<file path="src/rtl/scroll_wport_pkg.sv">
package scroll_wport_pkg;

  localparam int unsigned TA_W   = 15;
  localparam int unsigned FX_W   = 3;
  localparam int unsigned DB_W   = 8;
  localparam int unsigned STEP_W = 6;

  typedef logic [TA_W-1:0] taddr_t;

  typedef struct packed {
    logic ctrl_wr;
    logic stat_rd;
    logic scrl_wr;
    logic addr_wr;
    logic data_acc;
  } wp_evt_t;

  // control write: nametable select bits into 11:10
  function automatic taddr_t mix_ctrl(input taddr_t t, input logic [1:0] nt);
    taddr_t r;
    r = t;
    r[11:10] = nt;
    return r;
  endfunction

  // scroll write, first or second half
  function automatic taddr_t mix_scroll(input taddr_t t, input logic [DB_W-1:0] d,
                                        input logic second);
    taddr_t r;
    r = t;
    if (second) begin
      r[9:5]   = d[7:3];
      r[14:12] = d[2:0];
    end else begin
      r[4:0]   = d[7:3];
    end
    return r;
  endfunction

  // address write, first or second half
  function automatic taddr_t mix_addr(input taddr_t t, input logic [DB_W-1:0] d,
                                      input logic second);
    taddr_t r;
    r = t;
    if (second) begin
      r[7:0] = d;
    end else begin
      r[13:8] = d[5:0];
      r[14]   = 1'b0;
    end
    return r;
  endfunction

  function automatic logic [STEP_W-1:0] step_amount(input logic wide);
    return wide ? STEP_W'(32) : STEP_W'(1);
  endfunction

endpackage

</file>
<file path="src/rtl/scroll_wport_decode.sv">
module scroll_wport_decode
  import scroll_wport_pkg::*;
#(
  parameter int unsigned SEL_W     = 3,
  parameter int unsigned SEL_CTRL  = 0,
  parameter int unsigned SEL_STAT  = 2,
  parameter int unsigned SEL_SCRL  = 5,
  parameter int unsigned SEL_ADDR  = 6,
  parameter int unsigned SEL_DATA  = 7
) (
  input  logic [SEL_W-1:0] reg_sel,
  input  logic             wr_en,
  input  logic             rd_en,
  output wp_evt_t          evt
);

  logic hit_ctrl, hit_stat, hit_scrl, hit_addr, hit_data;
  logic rd_only;

  assign hit_ctrl = (reg_sel == SEL_W'(SEL_CTRL));
  assign hit_stat = (reg_sel == SEL_W'(SEL_STAT));
  assign hit_scrl = (reg_sel == SEL_W'(SEL_SCRL));
  assign hit_addr = (reg_sel == SEL_W'(SEL_ADDR));
  assign hit_data = (reg_sel == SEL_W'(SEL_DATA));

  // a write masks a read in the same cycle
  assign rd_only = rd_en & ~wr_en;

  always_comb begin
    evt          = '0;
    evt.ctrl_wr  = wr_en & hit_ctrl;
    evt.stat_rd  = rd_only & hit_stat;
    evt.scrl_wr  = wr_en & hit_scrl;
    evt.addr_wr  = wr_en & hit_addr;
    evt.data_acc = (wr_en | rd_only) & hit_data;
  end

  // at most one event per access
  always_comb begin
    a_one_evt_r11: assert ($countones(evt) <= 1)
      else $error("more than one decoded event");
  end

endmodule

</file>
<file path="src/rtl/scroll_wport_state.sv">
module scroll_wport_state
  import scroll_wport_pkg::*;
(
  input  logic              clk,
  input  logic              rst_n,
  input  wp_evt_t           evt,
  input  logic [DB_W-1:0]   wdata,
  output taddr_t            t_q,
  output logic [FX_W-1:0]   x_q,
  output logic              w_q,
  output logic              load_evt
);

  taddr_t          t_nx;
  logic [FX_W-1:0] x_nx;
  logic            w_nx;

  assign load_evt = evt.addr_wr & w_q;

  always_comb begin
    t_nx = t_q;
    x_nx = x_q;
    w_nx = w_q;
    if (evt.ctrl_wr) begin
      t_nx = mix_ctrl(t_q, wdata[1:0]);
    end
    if (evt.stat_rd) begin
      w_nx = 1'b0;
    end
    if (evt.scrl_wr) begin
      t_nx = mix_scroll(t_q, wdata, w_q);
      if (!w_q) x_nx = wdata[FX_W-1:0];
      w_nx = ~w_q;
    end
    if (evt.addr_wr) begin
      t_nx = mix_addr(t_q, wdata, w_q);
      w_nx = ~w_q;
    end
  end

  always_ff @(posedge clk) begin
    if (!rst_n) begin
      t_q <= '0;
      x_q <= '0;
      w_q <= 1'b0;
    end else begin
      t_q <= t_nx;
      x_q <= x_nx;
      w_q <= w_nx;
    end
  end

  p_ctrl_keeps_r2: assert property (@(posedge clk) disable iff (!rst_n)
    evt.ctrl_wr |=> (t_q[9:0] == $past(t_q[9:0])) && (t_q[14:12] == $past(t_q[14:12]))
                    && (t_q[11:10] == $past(wdata[1:0])) && (w_q == $past(w_q)));

  p_status_clear_r3: assert property (@(posedge clk) disable iff (!rst_n)
    evt.stat_rd |=> !w_q && (t_q == $past(t_q)) && (x_q == $past(x_q)));

  p_addr_first_r6: assert property (@(posedge clk) disable iff (!rst_n)
    (evt.addr_wr && !w_q) |=> !t_q[14] && w_q && (t_q[13:8] == $past(wdata[5:0])));

  p_shared_phase_r8: assert property (@(posedge clk) disable iff (!rst_n)
    (evt.scrl_wr || evt.addr_wr) |=> (w_q != $past(w_q)));

  p_data_hold_r9: assert property (@(posedge clk) disable iff (!rst_n)
    evt.data_acc |=> (t_q == $past(t_q)) && (x_q == $past(x_q)) && (w_q == $past(w_q)));

endmodule

</file>
<file path="src/rtl/scroll_wport_req.sv">
module scroll_wport_req
  import scroll_wport_pkg::*;
(
  input  logic               clk,
  input  logic               rst_n,
  input  logic               load_evt,
  input  logic               data_acc,
  input  logic               inc_by32,
  input  logic [DB_W-1:0]    wdata,
  input  taddr_t             t_q,
  output logic               load_req,
  output taddr_t             load_addr,
  output logic               step_req,
  output logic [STEP_W-1:0]  step_incr
);

  logic wide_q;

  always_ff @(posedge clk) begin
    if (!rst_n) begin
      load_req <= 1'b0;
      step_req <= 1'b0;
      wide_q   <= 1'b0;
    end else begin
      load_req <= load_evt;
      step_req <= data_acc;
      wide_q   <= data_acc & inc_by32;
    end
  end

  // the staged register already holds the merged value when the pulse is out
  assign load_addr = t_q;
  assign step_incr = step_req ? step_amount(wide_q) : '0;

  p_load_single_r7: assert property (@(posedge clk) disable iff (!rst_n)
    load_req |=> !load_req);

  p_load_low_r7: assert property (@(posedge clk) disable iff (!rst_n)
    load_req |-> (load_addr[7:0] == $past(wdata)));

  p_step_size_r9: assert property (@(posedge clk) disable iff (!rst_n)
    data_acc |=> step_req && (step_incr == ($past(inc_by32) ? 6'd32 : 6'd1)));

  p_step_idle_r9: assert property (@(posedge clk) disable iff (!rst_n)
    !step_req |-> (step_incr == '0));

  p_req_excl_r12: assert property (@(posedge clk) disable iff (!rst_n)
    !(load_req && step_req));

endmodule

</file>
<file path="src/rtl/scroll_wport.sv">
module scroll_wport
  import scroll_wport_pkg::*;
#(
  parameter int unsigned SEL_W    = 3,
  parameter int unsigned SEL_CTRL = 0,
  parameter int unsigned SEL_STAT = 2,
  parameter int unsigned SEL_SCRL = 5,
  parameter int unsigned SEL_ADDR = 6,
  parameter int unsigned SEL_DATA = 7
) (
  input  logic              clk,
  input  logic              rst_n,
  input  logic [SEL_W-1:0]  reg_sel,
  input  logic              wr_en,
  input  logic              rd_en,
  input  logic [7:0]        wdata,
  input  logic              inc_by32,
  output logic [14:0]       tmp_addr,
  output logic [2:0]        fine_x,
  output logic              phase,
  output logic              load_req,
  output logic [14:0]       load_addr,
  output logic              step_req,
  output logic [5:0]        step_incr
);

  wp_evt_t evt;
  taddr_t  t_q;
  logic    load_evt;

  scroll_wport_decode #(
    .SEL_W(SEL_W), .SEL_CTRL(SEL_CTRL), .SEL_STAT(SEL_STAT),
    .SEL_SCRL(SEL_SCRL), .SEL_ADDR(SEL_ADDR), .SEL_DATA(SEL_DATA)
  ) u_dec (
    .reg_sel (reg_sel),
    .wr_en   (wr_en),
    .rd_en   (rd_en),
    .evt     (evt)
  );

  scroll_wport_state u_state (
    .clk      (clk),
    .rst_n    (rst_n),
    .evt      (evt),
    .wdata    (wdata),
    .t_q      (t_q),
    .x_q      (fine_x),
    .w_q      (phase),
    .load_evt (load_evt)
  );

  scroll_wport_req u_req (
    .clk       (clk),
    .rst_n     (rst_n),
    .load_evt  (load_evt),
    .data_acc  (evt.data_acc),
    .inc_by32  (inc_by32),
    .wdata     (wdata),
    .t_q       (t_q),
    .load_req  (load_req),
    .load_addr (load_addr),
    .step_req  (step_req),
    .step_incr (step_incr)
  );

  assign tmp_addr = t_q;

endmodule

</file>
<file path="config.mk">
export PLATFORM = sky130hd
export DESIGN_NAME = scroll_wport
export DESIGN_NICKNAME = d
export VERILOG_FILES = /design/src/rtl/scroll_wport_pkg.sv /design/src/rtl/scroll_wport_decode.sv /design/src/rtl/scroll_wport_state.sv /design/src/rtl/scroll_wport_req.sv /design/src/rtl/scroll_wport.sv
export SDC_FILE = /design/constraint.sdc
export NUM_CORES = 1
export LEC_CHECK = 0
export ABC_CLOCK_PERIOD_IN_PS = 5230
export CORE_AREA = 5 5 60 116
export DETAILED_ROUTE_END_ITERATION = 10
export DIE_AREA = 0 0 65 121
export DONT_BUFFER_PORTS = 1
export SYNTH_ARGS = -nofsm -noshare
export SYNTH_HDL_FRONTEND = slang
export SYNTH_SLANG_ARGS = --single-unit
</file>
<file path="constraint.sdc">
create_clock -name clk -period 5.23 [get_ports clk]
set_clock_uncertainty 0.05 [all_clocks]
set_input_delay 1.3075 -clock clk [delete_from_list [all_inputs] [get_ports clk]]
set_output_delay 1.3075 -clock clk [all_outputs]
set_load 0.01 [all_outputs]
</file>
==> results_dict.tcl <==
set metrics [dict create \
    yosys_warnings 0 \
    cts_buffer_depth 2 \
    cts.sinks 22 \
    synth_edf_count 0 \
    hold_path_depth 2 \
    routed_wl_um 3576 \
    crit_chain "nand2b_1 -> nor2_1 -> ha_1 -> nor3b_4 -> nand2_1 -> o311a_1" \
    cts_max_level 1 \
    r2r-start "u_state.w_q" \
    synthMostInstantiatedCell "dfxtp_1" \
    crit_slowest_cell "o311a_1" \
    crit_start "reg_sel[0]" \
    cp_top_family "simple AND/OR/NAND/NOR gates" \
    detailed_place_hpwl_um 2949 \
    syn-cell-area_um2 1455 \
    drc 0 \
    synth_top_area_frac 0.3027 \
    rr_endpoint "u_state.t_q[5]" \
    utilization 0.2380 \
    rsz0062_at_grt "false" \
    fin_nets 155 \
    synth.avg_cell_area_um2 9.210 \
    cts-hold-fix-buffers 0 \
    start_kind "input pin" \
    grtUsageTotal 0.09548 \
    area_growth_pct -2.580 \
    postCtsResizedCells 0 \
    max-cap-violations 0 \
    dpl_cell_area_um2 1329 \
    slew_viol_final 0 \
    drt_iter0_drc 7 \
    irDropWorstVdd_mv 0.07844 \
    hp-start "u_state.x_q[1]" \
    async_flop_share 0 \
    finalCritPeriodShare 0.4484 \
    powerDensity_nw_per_um2 273.8 \
    reg2reg_depth 4 \
    root_buffer "clkbuf_16" \
    coreArea_um2 5956 \
    cts_buffers 3 \
    crit_required_ns 5.33 \
    ys_seq_area_frac 0.3027 \
    fmax_mhz 426.5 \
    fin_crit_ns 2.345 \
    hold_path_end "u_state.x_q[1]" \
    wl_per_cell_um 17.97 \
    grt_start_max_net_pins 30 \
    fill_cells 637 \
    viasPerCell 5.070 \
    initial_core_util 0.2443 \
    r2r_slack_ns 3.58 \
    synth_cell_types 41 \
    drive_gt1_frac 0.09559 \
    dieArea_um2 7865 \
    ys_seq_elements 22 \
    critPathCaptureType "flop" \
    arrival_ns 2.44 \
    ys.flop_type "dfxtp_1" \
    final_cell_area_um2 1418 \
    yosys-top-cells-count "dfxtp_1, buf_4, and3b_1, nand2_1, o21ai_0" \
    hold_viol 0 \
    gp_congestion 0.7753 \
    final-seq-area_um2 440.4 \
    ios 58 \
    cts.reportedPaths.clkPinSlew_ns 0.06 \
    outcome "complete, no violations" \
    timing.setup.critical_path_class "in -> reg" \
    die_y_um 121 \
    crit_buf_inv 0 \
    die_w_um 65 \
    grt_antenna_before_repair 0 \
    hold_class "reg -> reg" \
    ant_nets 0 \
    grt_first_pass_wirelength_um 5492 \
    finalSetupTns_ns 0 \
    grt_pass1_vias 1002 \
    num_rows 40 \
    critPathMaxStageDelay_ns 0.34 \
    cp_max_fo 26 \
    leakage_uw 0.0005976 \
    syn_inst 158 \
    n_antenna_cell 0 \
    vias 1009 \
    firstDrtPassIters 2 \
    multi_input_area_um2 802.0 \
    tritoncts "done" \
    synth_area_leader_cell "dfxtp_1" \
    grt_overflow_total 0 \
    synth_area_leaders "dfxtp_1, buf_4, and3b_1" \
    clk_latency_ns 0.26 \
    cts_setup_buffers 0 \
    finalSetupViolations 0 \
    io_buffers 0 \
]
[worst register-to-register path: cells and delay by family, from the launching register on]
family	cells	cell delay, ns
compound gates	1	0.29
fa+ha+maj	1	0.26
flops	1	0.57
mux	1	0.22
buf+inv	1	0.19
[metrics by stage]
stage / worst slack [ns] / hold slack (ns) / power [uW] / cells
2_1_floorplan: 2.534 / 0.4414 / 223.0 / 161
3_3_place_gp: 2.650 / 0.4757 / 213.5 / 195
3_5_place_dp: 2.621 / 0.4779 / 213.9 / 195
4_1_cts: 2.894 / 0.4891 / 393.3 / 199
5_1_grt: 2.801 / 0.5157 / 403.7 / 199
6_report: 2.885 / 0.4761 / 388.1 / 199
[area by class of cell]
cell class                 count  area share
multi-input combinational    108      0.5658
clock buffer                   4     0.06267
tap                           63     0.05560
inverter                       2    0.005296
sequential                    22      0.3107
[placed cells by master, fill, tap and decap left out, types with 3 or more instances in the layout]
cell type,n
dfxtp_1,22
mux2i_1,12
a21oi_1,6
clkbuf_16,3
nor2_1,4
nand2b_1,3
nand2_1,15
o31ai_1,3
o21ai_0,14
conb_1,4
nand3_1,4
and2_1,3
and3b_1,15
[power breakdown]
group / internal [uW] / leakage [uW] / switching [uW]
Clock: 117 / 0.0000442 / 61.7
Sequential: 170 / 0.000178 / 5.36
Combinational: 16.6 / 0.000376 / 17.3
Total: 304 / 0.000598 / 84.3
[cell families after synthesis]
logic type      Yosys count  synth area share
simple gates             57            0.2709
buf+inv                  31            0.1539
compound gates           30            0.1341
flops                    22            0.3027
mux                      12           0.08255
xor+xnor                  3           0.03612
fa+ha+maj                 2           0.01719
other cells               1          0.002577
[flip-flops by register name, summed over array words and instances (netlist names)]
name and count:
u_state.w_q 1, u_state.x_q 3, u_req.wide_q 1, u_req.load_req 1, u_state.t_q 15, u_req.step_req 1
[metal layers]
metal	global-route usage	up-vias	part of all wire
met5	0	-	0
met4	0.06887	0	0.040
met3	0.03429	9	0.074
met2	0.1719	38	0.54
met1	0.08409	470	0.34
li1	-	492	-
[worst max path at each step]
stage / cells after the start / slack (ns) / to
2_1_floorplan: 7 / 2.53 / u_state.t_q[11]
3_3_place_gp: 6 / 2.65 / u_state.t_q[11]
3_5_place_dp: 6 / 2.62 / u_state.t_q[11]
4_1_cts: 6 / 2.89 / u_state.t_q[11]
5_1_grt: 6 / 2.80 / u_state.t_q[11]
6_report: 6 / 2.89 / u_state.t_q[11]
(Power assumes the default switching activity.)
